--- src/rtl/thr_cnt_pkg.sv ---
package thr_cnt_pkg;

  localparam int THR_W = 12;

  typedef enum logic [1:0] {
    CMP_NE = 2'd0,
    CMP_EQ = 2'd1,
    CMP_GE = 2'd2,
    CMP_LT = 2'd3
  } cmp_e;

  typedef enum logic [1:0] {
    ADDR_CTRL = 2'd0,
    ADDR_LOAD = 2'd1,
    ADDR_OVFC = 2'd2,
    ADDR_NONE = 2'd3
  } addr_e;

  typedef struct packed {
    logic             en;
    logic             wide;
    logic             x_user;
    logic             x_kern;
    logic             x_hyp;
    logic             kern_hyp;
    cmp_e             cmp;
    logic             by_one;
    logic [THR_W-1:0] thr;
  } cfg_t;

  // Threshold compare on zero-extended operands.
  function automatic logic cmp_pass(cmp_e f, logic [THR_W-1:0] a, logic [THR_W-1:0] t);
    case (f)
      CMP_NE:  return a != t;
      CMP_EQ:  return a == t;
      CMP_GE:  return a >= t;
      default: return a < t;
    endcase
  endfunction

  // Privilege-level exclusion; codes 2 and 3 are both the hypervisor level.
  function automatic logic level_blocked(cfg_t c, logic [1:0] lvl);
    case (lvl)
      2'd0:    return c.x_user;
      2'd1:    return c.x_kern;
      default: return c.kern_hyp ? c.x_kern : c.x_hyp;
    endcase
  endfunction

endpackage

--- src/rtl/thr_cfg_regs.sv ---
module thr_cfg_regs
  import thr_cnt_pkg::*;
#(
  parameter int CAP_MAX = 255
) (
  input  logic        clk,
  input  logic        rst,
  input  logic        ctrl_wr,
  input  logic [27:0] ctrl_bits,
  output cfg_t        cfg,
  output logic        reject_q
);

  logic [THR_W-1:0] thr_new;
  logic             thr_bad;

  assign thr_new = ctrl_bits[27:16];
  // Threshold 0 is always legal; a nonzero value must not exceed the capability.
  assign thr_bad = (thr_new != '0) && (32'(thr_new) > 32'(CAP_MAX));

  always_ff @(posedge clk) begin
    if (rst) begin
      cfg      <= '0;
      reject_q <= 1'b0;
    end else if (ctrl_wr) begin
      cfg.en       <= ctrl_bits[0];
      cfg.wide     <= ctrl_bits[1];
      cfg.x_user   <= ctrl_bits[2];
      cfg.x_kern   <= ctrl_bits[3];
      cfg.x_hyp    <= ctrl_bits[4];
      cfg.kern_hyp <= ctrl_bits[5];
      cfg.cmp      <= cmp_e'(ctrl_bits[7:6]);
      cfg.by_one   <= ctrl_bits[8];
      if (!thr_bad) cfg.thr <= thr_new;
      reject_q     <= thr_bad;
    end
  end

endmodule

--- src/rtl/thr_gate.sv ---
module thr_gate
  import thr_cnt_pkg::*;
#(
  parameter int EV_W = 8
) (
  input  cfg_t            cfg,
  input  logic            ev_valid,
  input  logic [EV_W-1:0] ev_count,
  input  logic [1:0]      ev_level,
  output logic            lvl_block,
  output logic            cmp_ok,
  output logic [EV_W-1:0] inc_amt
);

  localparam int PAD_W = THR_W - EV_W;

  logic [THR_W-1:0] ev_ext;

  assign ev_ext    = {{PAD_W{1'b0}}, ev_count};
  assign lvl_block = level_blocked(cfg, ev_level);
  assign cmp_ok    = (cfg.thr == '0) || cmp_pass(cfg.cmp, ev_ext, cfg.thr);

  always_comb begin
    inc_amt = '0;
    if (cfg.en && ev_valid && !lvl_block && cmp_ok) begin
      if (cfg.thr != '0 && cfg.by_one) inc_amt = EV_W'(1);
      else                             inc_amt = ev_count;
    end
  end

endmodule

--- src/rtl/thr_accum.sv ---
module thr_accum #(
  parameter int CNT_W    = 64,
  parameter int NARROW_W = 32,
  parameter int EV_W     = 8
) (
  input  logic             clk,
  input  logic             rst,
  input  logic             wide,
  input  logic [EV_W-1:0]  inc_amt,
  input  logic             load_en,
  input  logic [CNT_W-1:0] load_val,
  input  logic             ovf_clr,
  output logic [CNT_W-1:0] count_q,
  output logic             ovf_q,
  output logic             wrap_evt
);

  localparam int HI_W = CNT_W - NARROW_W;

  logic [CNT_W:0]    sum_w;
  logic [NARROW_W:0] sum_n;
  logic [CNT_W-1:0]  next_cnt;
  logic              add_any;

  assign add_any = (inc_amt != '0);
  assign sum_w   = {1'b0, count_q} + {{(CNT_W+1-EV_W){1'b0}}, inc_amt};
  assign sum_n   = {1'b0, count_q[NARROW_W-1:0]} + {{(NARROW_W+1-EV_W){1'b0}}, inc_amt};

  always_comb begin
    if (wide) begin
      next_cnt = sum_w[CNT_W-1:0];
      wrap_evt = add_any && !load_en && sum_w[CNT_W];
    end else begin
      next_cnt = {{HI_W{1'b0}}, sum_n[NARROW_W-1:0]};
      wrap_evt = add_any && !load_en && sum_n[NARROW_W];
    end
  end

  always_ff @(posedge clk) begin
    if (rst) begin
      count_q <= '0;
      ovf_q   <= 1'b0;
    end else begin
      if (load_en)
        count_q <= wide ? load_val : {{HI_W{1'b0}}, load_val[NARROW_W-1:0]};
      else if (add_any)
        count_q <= next_cnt;
      if (wrap_evt)     ovf_q <= 1'b1;
      else if (ovf_clr) ovf_q <= 1'b0;
    end
  end

endmodule

--- src/rtl/thr_event_counter.sv ---
module thr_event_counter
  import thr_cnt_pkg::*;
#(
  parameter int CNT_W   = 64,
  parameter int EV_W    = 8,
  parameter int CAP_MAX = 255
) (
  input  logic             clk,
  input  logic             rst,
  input  logic             wr_en,
  input  logic [1:0]       wr_addr,
  input  logic [CNT_W-1:0] wr_data,
  input  logic             ev_valid,
  input  logic [EV_W-1:0]  ev_count,
  input  logic [1:0]       ev_level,
  output logic [CNT_W-1:0] count_q,
  output logic             ovf_q,
  output logic             thr_reject_q,
  output logic [11:0]      thr_cap
);

  localparam int NARROW_W = 32;

  cfg_t            cfg;
  logic            ctrl_wr;
  logic            load_wr;
  logic            ovf_clr;
  logic            lvl_block;
  logic            cmp_ok;
  logic [EV_W-1:0] inc_amt;
  logic            wrap_evt;

  assign ctrl_wr = wr_en && (addr_e'(wr_addr) == ADDR_CTRL);
  assign load_wr = wr_en && (addr_e'(wr_addr) == ADDR_LOAD);
  assign ovf_clr = wr_en && (addr_e'(wr_addr) == ADDR_OVFC) && wr_data[0];
  assign thr_cap = 12'(CAP_MAX);

  thr_cfg_regs #(.CAP_MAX(CAP_MAX)) u_cfg (
    .clk       (clk),
    .rst       (rst),
    .ctrl_wr   (ctrl_wr),
    .ctrl_bits (wr_data[27:0]),
    .cfg       (cfg),
    .reject_q  (thr_reject_q)
  );

  thr_gate #(.EV_W(EV_W)) u_gate (
    .cfg       (cfg),
    .ev_valid  (ev_valid),
    .ev_count  (ev_count),
    .ev_level  (ev_level),
    .lvl_block (lvl_block),
    .cmp_ok    (cmp_ok),
    .inc_amt   (inc_amt)
  );

  thr_accum #(.CNT_W(CNT_W), .NARROW_W(NARROW_W), .EV_W(EV_W)) u_acc (
    .clk      (clk),
    .rst      (rst),
    .wide     (cfg.wide),
    .inc_amt  (inc_amt),
    .load_en  (load_wr),
    .load_val (wr_data),
    .ovf_clr  (ovf_clr),
    .count_q  (count_q),
    .ovf_q    (ovf_q),
    .wrap_evt (wrap_evt)
  );

endmodule

--- config.mk ---
export PLATFORM = sky130hd
export DESIGN_NAME = thr_event_counter
export DESIGN_NICKNAME = d
export VERILOG_FILES = /design/src/rtl/thr_cnt_pkg.sv /design/src/rtl/thr_cfg_regs.sv /design/src/rtl/thr_gate.sv /design/src/rtl/thr_accum.sv /design/src/rtl/thr_event_counter.sv
export SDC_FILE = /design/constraint.sdc
export NUM_CORES = 1
export LEC_CHECK = 0
export BUFFER_PORTS_ARGS = -buffer_cell sky130_fd_sc_hd__buf_2
export CAP_MARGIN = 20
export CORE_AREA = 2 2 145 104
export CTS_CLUSTER_SIZE = 25
export DETAILED_ROUTE_END_ITERATION = 10
export DIE_AREA = 0 0 147 106
export PLACE_DENSITY_LB_ADDON = 0.12
export REMOVE_ABC_BUFFERS = 1
export SYNTH_ARGS = -nofsm -noshare
export SYNTH_HDL_FRONTEND = slang
export SYNTH_SLANG_ARGS = --single-unit
--- constraint.sdc ---
create_clock -name clk -period 6.1 [get_ports clk]
set_input_delay 0.305 -clock clk [delete_from_list [all_inputs] [get_ports clk]]
set_output_delay 0.305 -clock clk [all_outputs]
set_load 0.03 [all_outputs]
# ---- Yosys cells after proc, flatten, opt, wreduce, memory -nomap -nowiden
# Index checks and enable logic that the tools add are counted.
dict set report classes {
  n_addsub 2
  order_cmp 3
  n_eq_ne 7
  muxes 12
  bitwise 1
  n_reduce_logical 25
}
# cell n
set ops {}
lappend ops {{64-bit 2-to-1 mux} 4}
lappend ops {{64-bit by 8-bit adder with 65-bit output} 1}
lappend ops {{32-bit by 8-bit adder with 33-bit output} 1}
lappend ops {{12-bit nonzero test} 2}
lappend ops {{8-bit 2-to-1 mux} 2}
lappend ops {{8-bit by 12-bit equality test with 1-bit output} 1}
lappend ops {{8-bit by 12-bit >= comparator with 1-bit output} 1}
lappend ops {{12-bit by 8-bit > comparator with 1-bit output, second input constant} 1}
lappend ops {{1-bit logical AND} 12}
lappend ops {{12-bit logical NOT} 1}
lappend ops {{8-bit by 12-bit less-than comparator with 1-bit output} 1}
lappend ops {{8-bit by 12-bit inequality test with 1-bit output} 1}
lappend ops {{8-bit nonzero test} 1}
lappend ops {{2-bit by 1-bit equality test with 1-bit output, second input constant} 3}
lappend ops {{2-bit logical NOT} 3}
lappend ops {{2-bit equality test, second input constant} 2}
lappend ops {{1-bit 2-to-1 mux} 4}
lappend ops {{2-bit nonzero test} 2}
lappend ops {{1-bit one-hot mux with 3 select lines} 1}
lappend ops {{1-bit logical NOT} 2}
lappend ops {{1-bit one-hot mux with 2 select lines} 1}
lappend ops {{2-bit AND reduction} 1}
lappend ops {{1-bit logical OR} 1}
lappend ops {{1-bit inverter} 1}
dict set report totals {
  ff_bits 87
  in_bits 80
  elab_cells 62
}

# ---- Depth between registers and ports, before layout
# Gate-level depths: netlist (run 1).
dict set report depth {
  word_depth 11
  depth_mapped 21
  ltp_nobuf 19
}

# ---- Cells and area by module
# A second synthesis (run 1) with hierarchy kept.
dict set report hier_totals {
  hier_cells 729
  hier_area_um2 5959.5
}
# module instances cells_per_inst area_per_inst_um2
set by_module_without_submodules {}
lappend by_module_without_submodules {thr_accum 1 579 4584.4}
lappend by_module_without_submodules {thr_cfg_regs 1 78 853.3}
lappend by_module_without_submodules {thr_gate 1 55 396.6}
lappend by_module_without_submodules {thr_event_counter 1 17 125.1}

# ---- Least setup slack after synthesis (run 1)
# Ideal clock, no wire load.
dict set report synth_path {
  path_kind {register to register}
  from {reg, netlist name u_cfg.cfg[1]}
  to {reg u_acc.count_q[8]}
  setup_ps 86
  arrival_time_ps 4605
  t_required_ps 6014
  path_slack_ps 1409
  stages_incl_launch_ff 21
  n_path_buf 2
  cell_sequence {dfxtp_1 > inv_1 > ha_1 > nor2b_1 > o211ai_1 > a211oi_1 > or4_1 > a32o_1 > clkbuf_1 > nor2_1 > a211oi_1 > and2_1 > fa_1 > a211oi_1 > o21ai_0 > a31oi_1 > a211oi_1 > o21ai_0 > clkbuf_1 > xor2_1 > a211oi_1}
}
dict set report synth_between {
  elab_chain_cells 9
  elab_cells_between_ends 19
}
# item line_no
set synth_lines {}
lappend synth_lines {{8-bit by 12-bit less-than comparator with 1-bit output, or another cell as far along} thr_cnt_pkg.sv:37} ;# default: return a < t;
lappend synth_lines {{1-bit one-hot mux with 3 select lines} thr_cnt_pkg.sv:33} ;# case (f)
lappend synth_lines {{1-bit logical OR} thr_gate.sv:21} ;# assign cmp_ok = (cfg.thr == '0) || cmp_pass(cfg.cmp, ev_ext, cfg.thr);
lappend synth_lines {{1-bit logical AND} thr_gate.sv:25} ;# if (cfg.en && ev_valid && !lvl_block && cmp_ok) begin
lappend synth_lines {{8-bit 2-to-1 mux (*)} thr_gate.sv:25}
lappend synth_lines {{64-bit by 8-bit adder with 65-bit output / 32-bit by 8-bit adder with 33-bit output (equally long branches)} {thr_accum.sv:26, thr_accum.sv:27}}
lappend synth_lines {{64-bit 2-to-1 mux} thr_accum.sv:30} ;# if (wide) begin
lappend synth_lines {{64-bit 2-to-1 mux} thr_accum.sv:46} ;# else if (add_any)
lappend synth_lines {{64-bit 2-to-1 mux} thr_accum.sv:44} ;# if (load_en)
lappend synth_lines {{to (signal assigned)} thr_accum.sv:45} ;# count_q <= wide ? load_val : {{HI_W{1'b0}}, load_val[NARROW_W-1:0]};
lappend synth_lines {{to (signal assigned)} thr_accum.sv:47} ;# count_q <= next_cnt;
lappend synth_lines {{to (decl)} thr_accum.sv:13} ;# output logic [CNT_W-1:0] count_q,
# Every way passes the cells marked *; elsewhere a longest branch is shown, timed or not. The select of a mux whose other input is x is not followed.
# A chain may end at the register's enable or synchronous reset.

# ---- Final worst setup path (run 1)
dict set report layout_path {
  from {reg, netlist name u_cfg.cfg[1]}
  to {reg u_acc.count_q[38]}
}
dict set report layout_between {
  elab_chain_cells 9
  elab_cells_between_ends 18
}
# item line_no
set layout_lines {}
lappend layout_lines {{8-bit by 12-bit less-than comparator with 1-bit output, or another cell as far along} thr_cnt_pkg.sv:37}
lappend layout_lines {{1-bit one-hot mux with 3 select lines} thr_cnt_pkg.sv:33}
lappend layout_lines {{1-bit logical OR} thr_gate.sv:21}
lappend layout_lines {{1-bit logical AND} thr_gate.sv:25}
lappend layout_lines {{8-bit 2-to-1 mux (*)} thr_gate.sv:25}
lappend layout_lines {{64-bit by 8-bit adder with 65-bit output} thr_accum.sv:26} ;# assign sum_w = {1'b0, count_q} + {{(CNT_W+1-EV_W){1'b0}}, inc_amt};
lappend layout_lines {{64-bit 2-to-1 mux} thr_accum.sv:30}
lappend layout_lines {{64-bit 2-to-1 mux} thr_accum.sv:46}
lappend layout_lines {{64-bit 2-to-1 mux} thr_accum.sv:44}
# Marks and branches as above.

==> impl_metrics.json, run 1 <==
{
  "status": "finished, final reports clean",
  "crit_type": "flip-flop to flip-flop",
  "wl_per_cell_um": 18.6,
  "critPathArrivalTime_ps": 5230,
  "antenna_found_initial": 0,
  "cts_sinks": 87,
  "path_common_cell": "a211oi_1",
  "synth_top_area_frac": 0.311,
  "finalHoldViolations": 0,
  "rr_endpoint": "u_acc.count_q[38]",
  "synthCells": 715,
  "reg2reg_from": "u_cfg.cfg[1]",
  "cts_resized": 0,
  "cts-htree-levels": 3,
  "max-vdd-ir-drop_v": 0.000133,
  "synth_area_per_cell_sq_um": 7.83,
  "reg2reg_depth": 20,
  "fin_crit_sh": 0.813,
  "grt_max_degree": 62,
  "num_antenna_cells": 0,
  "dieWidth_um": 147,
  "setup_tns_ps": 0,
  "r2r_slack_ps": 1140,
  "io_pins": 158,
  "synthDistinctLibCells": 70,
  "via_per_inst": 5.93,
  "clock_skew_ps": 9.62,
  "timing.critical_path.to": "u_acc.count_q[38]",
  "end_kind": "flip-flop",
  "p_leak_uw": 0.00271,
  "ys_ff_latch": 87,
  "start_kind": "flip-flop",
  "fin_ws_ps": 1140,
  "drt-total-wl_um": 19400,
  "postCtsSetupBuffers": 0,
  "rows": 37,
  "cts_hold_buf": 0,
  "synth_area_leaders": "dfxtp_1 31%, nand2_1 4.8%, o21ai_0 4.6%",
  "min_period_ps": 4960,
  "grtUsageTotal": 0.250,
  "postSynth.asyncResetShare": 0,
  "yosysMostFrequentCell": "dfxtp_1",
  "required_ps": 6370,
  "yosysTopAreaCell": "dfxtp_1",
  "clk_latency_ps": 350,
  "clockRootBuffer": "clkbuf_16",
  "cp_max_fo": 7,
  "cp_slowest_cell": "or4_1",
  "first_iter_violations": 474,
  "cts_tree": "yes",
  "synth_top_flop_cell": "dfxtp_1",
  "numCtsBuffers": 9,
  "io_buffers": 145,
  "initial_core_util": 0.390,
  "syn2layout_area_growth_pct": 20.2,
  "vias": 6175,
  "overflow": 0,
  "crit_chain": "inv_1, ha_1, nor2b_1, o211ai_1, a211oi_1, or4_1, a32o_1, nor2_1, a211oi_1, and2_1, ha_1, o21ai_0, o21ai_0, a31oi_1, buf_4, nor3_2, nand2_1, a2111oi_0, o21ai_1, a211oi_1",
  "core_area_sq_um": 14400,
  "relSlewSlack": 0.308,
  "hold_class": "primary input to flip-flop",
  "ant_nets": 0,
  "cpPeakStageDelay_ps": 500,
  "ys_warn_count": 0,
  "startpoint": "u_cfg.cfg[1]",
  "grt_pass1_wl_um": 31200,
  "worst_pin_slew_ps": 1030,
  "ys_top_cells_by_count": "87 x dfxtp_1, 71 x nand2_1, 61 x nor2_1, 52 x o21ai_0, 35 x a21oi_1",
  "layout-drive-gt1-share": 0.231,
  "slew_viol_final": 0,
  "first_pass_iters": 5,
  "die_area_sq_um": 15600,
  "rsz0062_at_grt": "no",
  "clk_path_buf_depth": 2,
  "place.gp.congestion": 0.869,
  "cap_violations": 0,
  "dp_hpwl_um": 14200,
  "synth_edf_count": 0,
  "pwr_density_cell_nw_per_um2": 200,
  "fmax_mhz": 202,
  "dp_slack_ps": 1090,
  "route.detailed.drc": 0,
  "cts.clk_slew.worst_paths_ps": 70,
  "grt_pass1_vias": 5899,
  "setup_viol": 0,
  "die_h_um": 106,
  "nets": 939,
  "yosysSeqAreaShare": 0.311,
  "synth_area_sq_um": 5600
}
==> layer usage <==
| layer | share of wire | global-route usage | wire, um |
|---|---|---|---|
| met5 | 0 | 0 | 0 |
| met4 | 0.011 | 0.0536 | 214 |
| met3 | 0.080 | 0.0541 | 1550 |
| met2 | 0.42 | 0.381 | 8220 |
| met1 | 0.48 | 0.362 | 9390 |
==> logic make-up (layout without fill, tap and decap cells) <==
group	after synthesis	count (layout)	synth area share
compound gates	217	217	0.259
xor+xnor	18	18	0.0282
fa+ha+maj	17	17	0.0393
buf+inv	73	195	0.0623
flops	87	87	0.311
mux	24	24	0.0434
other cells	2	12	0.00134
simple gates	277	277	0.256
==> sequential cells by signal, summed over array words and instances (netlist names) <==
| signal | flops |
|---|---|
| u_cfg.reject_q | 1 |
| u_acc.count_q | 64 |
| u_acc.ovf_q | 1 |
| u_cfg.cfg | 21 |
==> layout by cell type, fill, tap and decap left out, types with 13 or more instances in the layout <==
cell type,instances
xor2_1,13
nand2_1,71
o211ai_1,18
nor4_1,13
nand3_1,26
o21ai_0,51
nand4_1,23
dfxtp_1,87
a211oi_1,18
mux2i_1,22
buf_2,146
or4_1,13
inv_1,20
a31oi_1,27
and2_1,13
ha_1,16
o2111ai_1,13
a21oi_1,35
nor2_1,61
==> where the power goes <==
group	switching (uW)	total, uW	leakage, uW	internal [uW]
sequential	18.5	601	0.000706	582
clock	257	575	0.000138	318
combinational	111	168	0.00187	56.8
total	387	1340	0.00271	957
==> how the worst min path moves through the flow <==
| stage | startpoint | end | slack, ps | cells past startpoint |
|---|---|---|---|---|
| after detailed placement | u_acc.ovf_q | u_acc.ovf_q | 480 | 2 |
| after CTS | wr_data[61] | u_acc.count_q[61] | 150 | 2 |
| after global placement | u_acc.ovf_q | u_acc.ovf_q | 470 | 2 |
| final | wr_data[35] | u_acc.count_q[35] | 150 | 3 |
| after global routing | wr_data[35] | u_acc.count_q[35] | 150 | 3 |
| after floorplan | rst | u_acc.count_q[62] | 370 | 1 |
==> worst max-delay path, delay by kind of cell, from the launching register on <==
family          cells  cell delay [ps]
fa+ha+maj           2              640
buf+inv             2              240
simple gates        6             1740
flops               1              360
compound gates     10             1890
==> layout make-up <==
class | instances | area (sq um)
Tap cell | 195 | 244
Fill cell | 1488 | 7620
Multi-Input combinational cell | 565 | 3550
Clock buffer | 9 | 225
Timing Repair Buffer | 158 | 821
Sequential cell | 87 | 1740
Inverter | 21 | 78.8
Clock inverter | 7 | 71.3
==> metrics by stage <==
| stage | util | hold slack, ps | total power [uW] | instance area (sq um) | std cells |
|---|---|---|---|---|---|
| after floorplan | - | 368 | 702 | 5370 | 673 |
| after global placement | 0.448 | 467 | 777 | 6430 | 1025 |
| after detailed placement | 0.448 | 477 | 781 | 6430 | 1026 |
| after CTS | 0.469 | 147 | 1350 | 6730 | 1042 |
| after global routing | 0.469 | 153 | 1390 | 6730 | 1042 |
| final | 0.469 | 153 | 1340 | 6730 | 1042 |
Note: power is estimated with default switching activity, not from simulation.
==> run 2: changes to the inputs <==
- clock period: 6.1 -> 4.88 ns (I/O delays scaled with it)
==> impl_metrics.json, run 2 (synthesized netlist as in run 1, its figures left out) <==
{
  "numCtsBuffers": 9,
  "p_leak_uw": 0.00277,
  "fin_crit_sh": 0.942,
  "setup_viol": 0,
  "cap_violations": 0,
  "ant_nets": 0,
  "finalHoldViolations": 0,
  "utilization": 0.477,
  "post_dp_cell_area_sq_um": 6470,
  "fmax_mhz": 218,
  "relSlewSlack": 0.290,
  "first_iter_violations": 622,
  "cts.clk_slew.worst_paths_ps": 70,
  "required_ps": 5110,
  "dieWidth_um": 147,
  "reg2reg_from": "u_cfg.cfg[1]",
  "placed_cells": 1030,
  "io_buffers": 145,
  "cp_slowest_cell": "or4_1",
  "antenna_found_initial": 0,
  "place.gp.congestion": 0.896,
  "start_kind": "flip-flop",
  "initial_core_util": 0.390,
  "first_pass_iters": 5,
  "hold_end": "u_acc.count_q[49]",
  "end_kind": "flip-flop",
  "min_from": "wr_data[49]",
  "r2r_slack_ps": 290,
  "hold_depth": 3,
  "clk_path_buf_depth": 2,
  "overflow": 0,
  "cp_max_fo": 7,
  "vias": 6147,
  "die_h_um": 106,
  "worst_pin_slew_ps": 1050,
  "hold_class": "primary input to flip-flop",
  "nets": 948,
  "fin_cells": 1049,
  "fillCellCount": 1494,
  "grt_pass1_wl_um": 30900,
  "dp_hpwl_um": 14300,
  "route.detailed.drc": 0,
  "mostFrequentLayoutCells": "145 x buf_2, 87 x dfxtp_1, 70 x nand2_1, 59 x nor2_1, 49 x o21ai_0",
  "reg_top3": "u_acc.count_q: 64 flops, u_cfg.cfg: 21 flops",
  "crit_chain": "inv_1, ha_1, nor2b_1, o211ai_1, a211oi_1, or4_1, a32o_1, nor2_1, buf_4, nor3_1, ha_1, fa_2, a211oi_2, o21ai_0, a31oi_1, buf_4, nor3b_4, and2b_2, a31oi_1, o211ai_1, o311ai_0",
  "max-vdd-ir-drop_v": 0.000165,
  "rows": 37,
  "wl_per_cell_um": 18.6,
  "pwr_density_cell_nw_per_um2": 242,
  "die_area_sq_um": 15600,
  "finalInstanceArea_sq_um": 6850,
  "min_period_ps": 4590,
  "clockRootBuffer": "clkbuf_16",
  "setup_tns_ps": 0,
  "grt_max_degree": 62,
  "grtUsageTotal": 0.246,
  "critPathArrivalTime_ps": 4820,
  "drt-total-wl_um": 19500,
  "largest_reg_flops": 64,
  "cts_tree": "yes",
  "regMostFlops": "u_acc.count_q",
  "cts_sinks": 87,
  "syn2layout_area_growth_pct": 22.3,
  "num_antenna_cells": 0,
  "crit_type": "flip-flop to flip-flop",
  "slew_viol_final": 0,
  "cpPeakStageDelay_ps": 510,
  "final_common_cell": "buf_2",
  "clk_latency_ps": 340,
  "cts-htree-levels": 3,
  "via_per_inst": 5.86,
  "status": "finished, final reports clean",
  "clock_skew_ps": 10.2,
  "grt_pass1_vias": 5737,
  "rr_endpoint": "u_acc.count_q[52]",
  "hold_ws_ps": 104,
  "io_pins": 158,
  "reg2reg_depth": 21,
  "layout-drive-gt1-share": 0.248,
  "core_area_sq_um": 14400
}
run 2: power breakdown:
group          leakage, uW  switching, uW  internal (uW)
combinational      0.00192            140           71.9
clock             0.000140            290            404
sequential        0.000706           23.9            728
run 2: through the flow:
stage,total power (uW),worst slack [ps]
floorplan,877,265
global placement,973,217
detailed placement,976,165
CTS,1670,143
global route,1720,-0.160
finish,1660,285
run 2: critical path: cells and delay by family, from the launching register on:
kind,cells,cell delay (ps)
AO/OA/AOI/OAI,9,1570
AND/OR/NAND/NOR,6,1200
adder cells (fa/ha/maj),3,920
buffers and inverters,3,460
flip-flops,1,350
run 2: worst max-delay path by stage:
| stage | start | end | slack (ps) | cells after the start |
|---|---|---|---|---|
| 3_5_place_dp | ev_count[1] | u_acc.count_q[23] | 160 | 19 |
| 3_3_place_gp | ev_count[1] | u_acc.count_q[23] | 220 | 19 |
| 2_1_floorplan | u_cfg.cfg[1] | u_acc.count_q[30] | 270 | 18 |
| 4_1_cts | u_cfg.cfg[1] | u_acc.count_q[23] | 140 | 19 |
| 5_1_grt | u_cfg.cfg[1] | u_acc.count_q[30] | -0.2 | 19 |
| 6_report | u_cfg.cfg[1] | u_acc.count_q[52] | 290 | 21 |
run 2: repair_timing:
item,in CTS,in global routing
buffers inserted,0,4
endpoints found under the setup margin,0,24
hold buffers,0,0
gates resized for setup,0,15
run 2: final cells by class:
class | count | area [sq um] | area share
clock buffers | 10 | 239 | 0.0349
clock inverters | 4 | 47.5 | 0.00694
inverters | 21 | 78.8 | 0.0115
repair buffers | 167 | 895 | 0.131
flip-flops and latches | 87 | 1740 | 0.254
well taps | 195 | 244 | 0.0356
multi-input cells | 565 | 3600 | 0.526
run 2: metal layers:
metal	global-route usage	wire (um)	up-vias
met5	0	0	-
met4	0.0433	157	0
met3	0.0476	1730	15
met2	0.363	8120	292
met1	0.375	9450	2888
li1	-	-	2952
==> run 3: changes to the inputs <==
- CORE_AREA: 2 2 145 104 -> 2 2 153 110
- DIE_AREA: 0 0 147 106 -> 0 0 155 112
==> impl_metrics.json, run 3 (synthesized netlist as in run 1, its figures left out) <==
{
  "cts_hold_buf": 0,
  "reg_top3": "u_acc.count_q: 64 flops, u_cfg.cfg: 21 flops",
  "mostFrequentLayoutCells": "145 x buf_2, 87 x dfxtp_1, 70 x nand2_1, 59 x nor2_1, 49 x o21ai_0",
  "setup_viol": 0,
  "die_area_sq_um": 17400,
  "required_ps": 5150,
  "p_leak_uw": 0.00274,
  "p_total_uw": 1670,
  "cp_max_fo": 9,
  "grt_max_degree": 76,
  "clk_latency_ps": 350,
  "dieWidth_um": 155,
  "start_kind": "flip-flop",
  "initial_core_util": 0.351,
  "post_dp_cell_area_sq_um": 6480,
  "layout-drive-gt1-share": 0.247,
  "crit_chain": "inv_1, ha_1, nor2b_1, o211ai_1, a211oi_1, or4_1, a32o_1, nor2_2, a211oi_2, and2_1, ha_2, o21ai_0, o21ai_0, a31oi_1, buf_4, nor3b_4, nand4_1, or4_1, a41oi_2",
  "rows": 39,
  "pwr_density_cell_nw_per_um2": 244,
  "fmax_mhz": 217,
  "reg2reg_from": "u_cfg.cfg[1]",
  "path_buf_inv": 2,
  "finalHoldViolations": 0,
  "max-vdd-ir-drop_v": 0.000122,
  "vias": 6055,
  "via_per_inst": 5.73,
  "ant_nets": 0,
  "setup_tns_ps": 0,
  "syn2layout_area_growth_pct": 22.2,
  "worst_pin_slew_ps": 1020,
  "end_kind": "flip-flop",
  "hold_depth": 3,
  "clock_skew_ps": 9.98,
  "final_common_cell": "buf_2",
  "nets": 945,
  "hold_end": "u_acc.count_q[35]",
  "cts_sinks": 87,
  "critPathArrivalTime_ps": 4870,
  "wl_per_cell_um": 19.1,
  "die_h_um": 112,
  "largest_reg_flops": 64,
  "first_iter_violations": 449,
  "core_area_sq_um": 16000,
  "min_period_ps": 4600,
  "rsz0062_at_grt": "no",
  "cap_violations": 0,
  "regMostFlops": "u_acc.count_q",
  "crit_type": "flip-flop to flip-flop",
  "reg2reg_depth": 19,
  "fin_crit_sh": 0.942,
  "clk_path_buf_depth": 2,
  "hold_ws_ps": 97.2,
  "min_from": "wr_data[35]",
  "cpPeakStageDelay_ps": 500,
  "r2r_slack_ps": 280,
  "grt_pass1_wl_um": 32300,
  "finalInstanceArea_sq_um": 6840,
  "drt-total-wl_um": 20200,
  "antenna_found_initial": 0,
  "place.gp.congestion": 0.905,
  "hold_class": "primary input to flip-flop",
  "relSlewSlack": 0.323,
  "num_antenna_cells": 0,
  "overflow": 0,
  "rr_endpoint": "u_acc.count_q[62]",
  "io_buffers": 145,
  "grtUsageTotal": 0.234,
  "critPathTopFamily": "simple AND/OR/NAND/NOR gates",
  "cts-htree-levels": 3,
  "first_pass_iters": 5,
  "status": "finished, final reports clean",
  "cts_tree": "yes",
  "fillCellCount": 1634,
  "cp_slowest_cell": "or4_1",
  "dp_hpwl_um": 14800,
  "cts.clk_slew.worst_paths_ps": 70,
  "slew_viol_final": 0,
  "route.detailed.drc": 0,
  "io_pins": 158,
  "grt_pass1_vias": 5827,
  "clockRootBuffer": "clkbuf_16",
  "numCtsBuffers": 9
}
==> run 3: final cells by class <==
type / instances / area, sq um / share of cell area
Clock buffer: 11 / 243 / 0.0355
Clock inverter: 3 / 45.0 / 0.00658
Inverter: 21 / 78.8 / 0.0115
Multi-Input combinational cell: 565 / 3610 / 0.527
Sequential cell: 87 / 1740 / 0.255
Tap cell: 205 / 256 / 0.0375
Timing Repair Buffer: 164 / 868 / 0.127
==> run 3: worst register-to-register path: stages, from the launching register on <==
cell and delay, ps:
dfxtp_1 350, inv_1 60, ha_1 280, nor2b_1 140, o211ai_1 160, a211oi_1 100, or4_1 500, a32o_1 240
nor2_2 140, a211oi_2 90, and2_1 210, ha_2 380, o21ai_0 110, o21ai_0 180, a31oi_1 140, buf_4 200
nor3b_4 420, nand4_1 210, or4_1 470, a41oi_2 160
==> run 3: how the worst max path moves through the flow <==
| stage | start | to | slack, ps | depth (start not counted) |
|---|---|---|---|---|
| after floorplan | u_cfg.cfg[1] | u_acc.count_q[30] | 270 | 18 |
| after global placement | ev_count[1] | u_acc.count_q[27] | 180 | 19 |
| after detailed placement | u_cfg.cfg[1] | u_acc.count_q[23] | 60 | 19 |
| after CTS | u_cfg.cfg[1] | u_acc.count_q[23] | 40 | 19 |
| after global routing | u_cfg.cfg[1] | u_acc.count_q[62] | 6 | 19 |
| final | u_cfg.cfg[1] | u_acc.count_q[62] | 280 | 19 |
==> run 3: repair_timing <==
action,4_1_cts,5_1_grt
endpoints found under the hold margin,0,0
resized for setup,0,18
endpoints found under the setup margin,0,22
setup buffers,0,2
==> run 3: routing by layer <==
layer / track usage / wire length (um) / up-vias / part of all wire
met2: 0.345 / 8350 / 200 / 0.41
met1: 0.351 / 10400 / 2888 / 0.51
met3: 0.0514 / 1300 / 14 / 0.064
met4: 0.0438 / 172 / 0 / 0.0085
li1: - / - / 2953 / -
met5: 0 / 0 / - / 0
==> run 3: metrics by stage <==
stage / std cells / utilization / worst slack (ps)
6_report: 1056 / 0.429 / 281
5_1_grt: 1056 / 0.429 / 5.68
4_1_cts: 1054 / 0.424 / 38.7
3_5_place_dp: 1040 / 0.406 / 64.5
3_3_place_gp: 1040 / 0.406 / 177
2_1_floorplan: 673 / - / 265
==> run 3: power breakdown <==
group | total, uW | internal (uW) | switching [uW] | leakage, uW
clock network | 705 | 406 | 299 | 0.000134
registers | 751 | 728 | 22.5 | 0.000706
logic | 214 | 71.8 | 142 | 0.00190
total | 1670 | 1210 | 464 | 0.00274
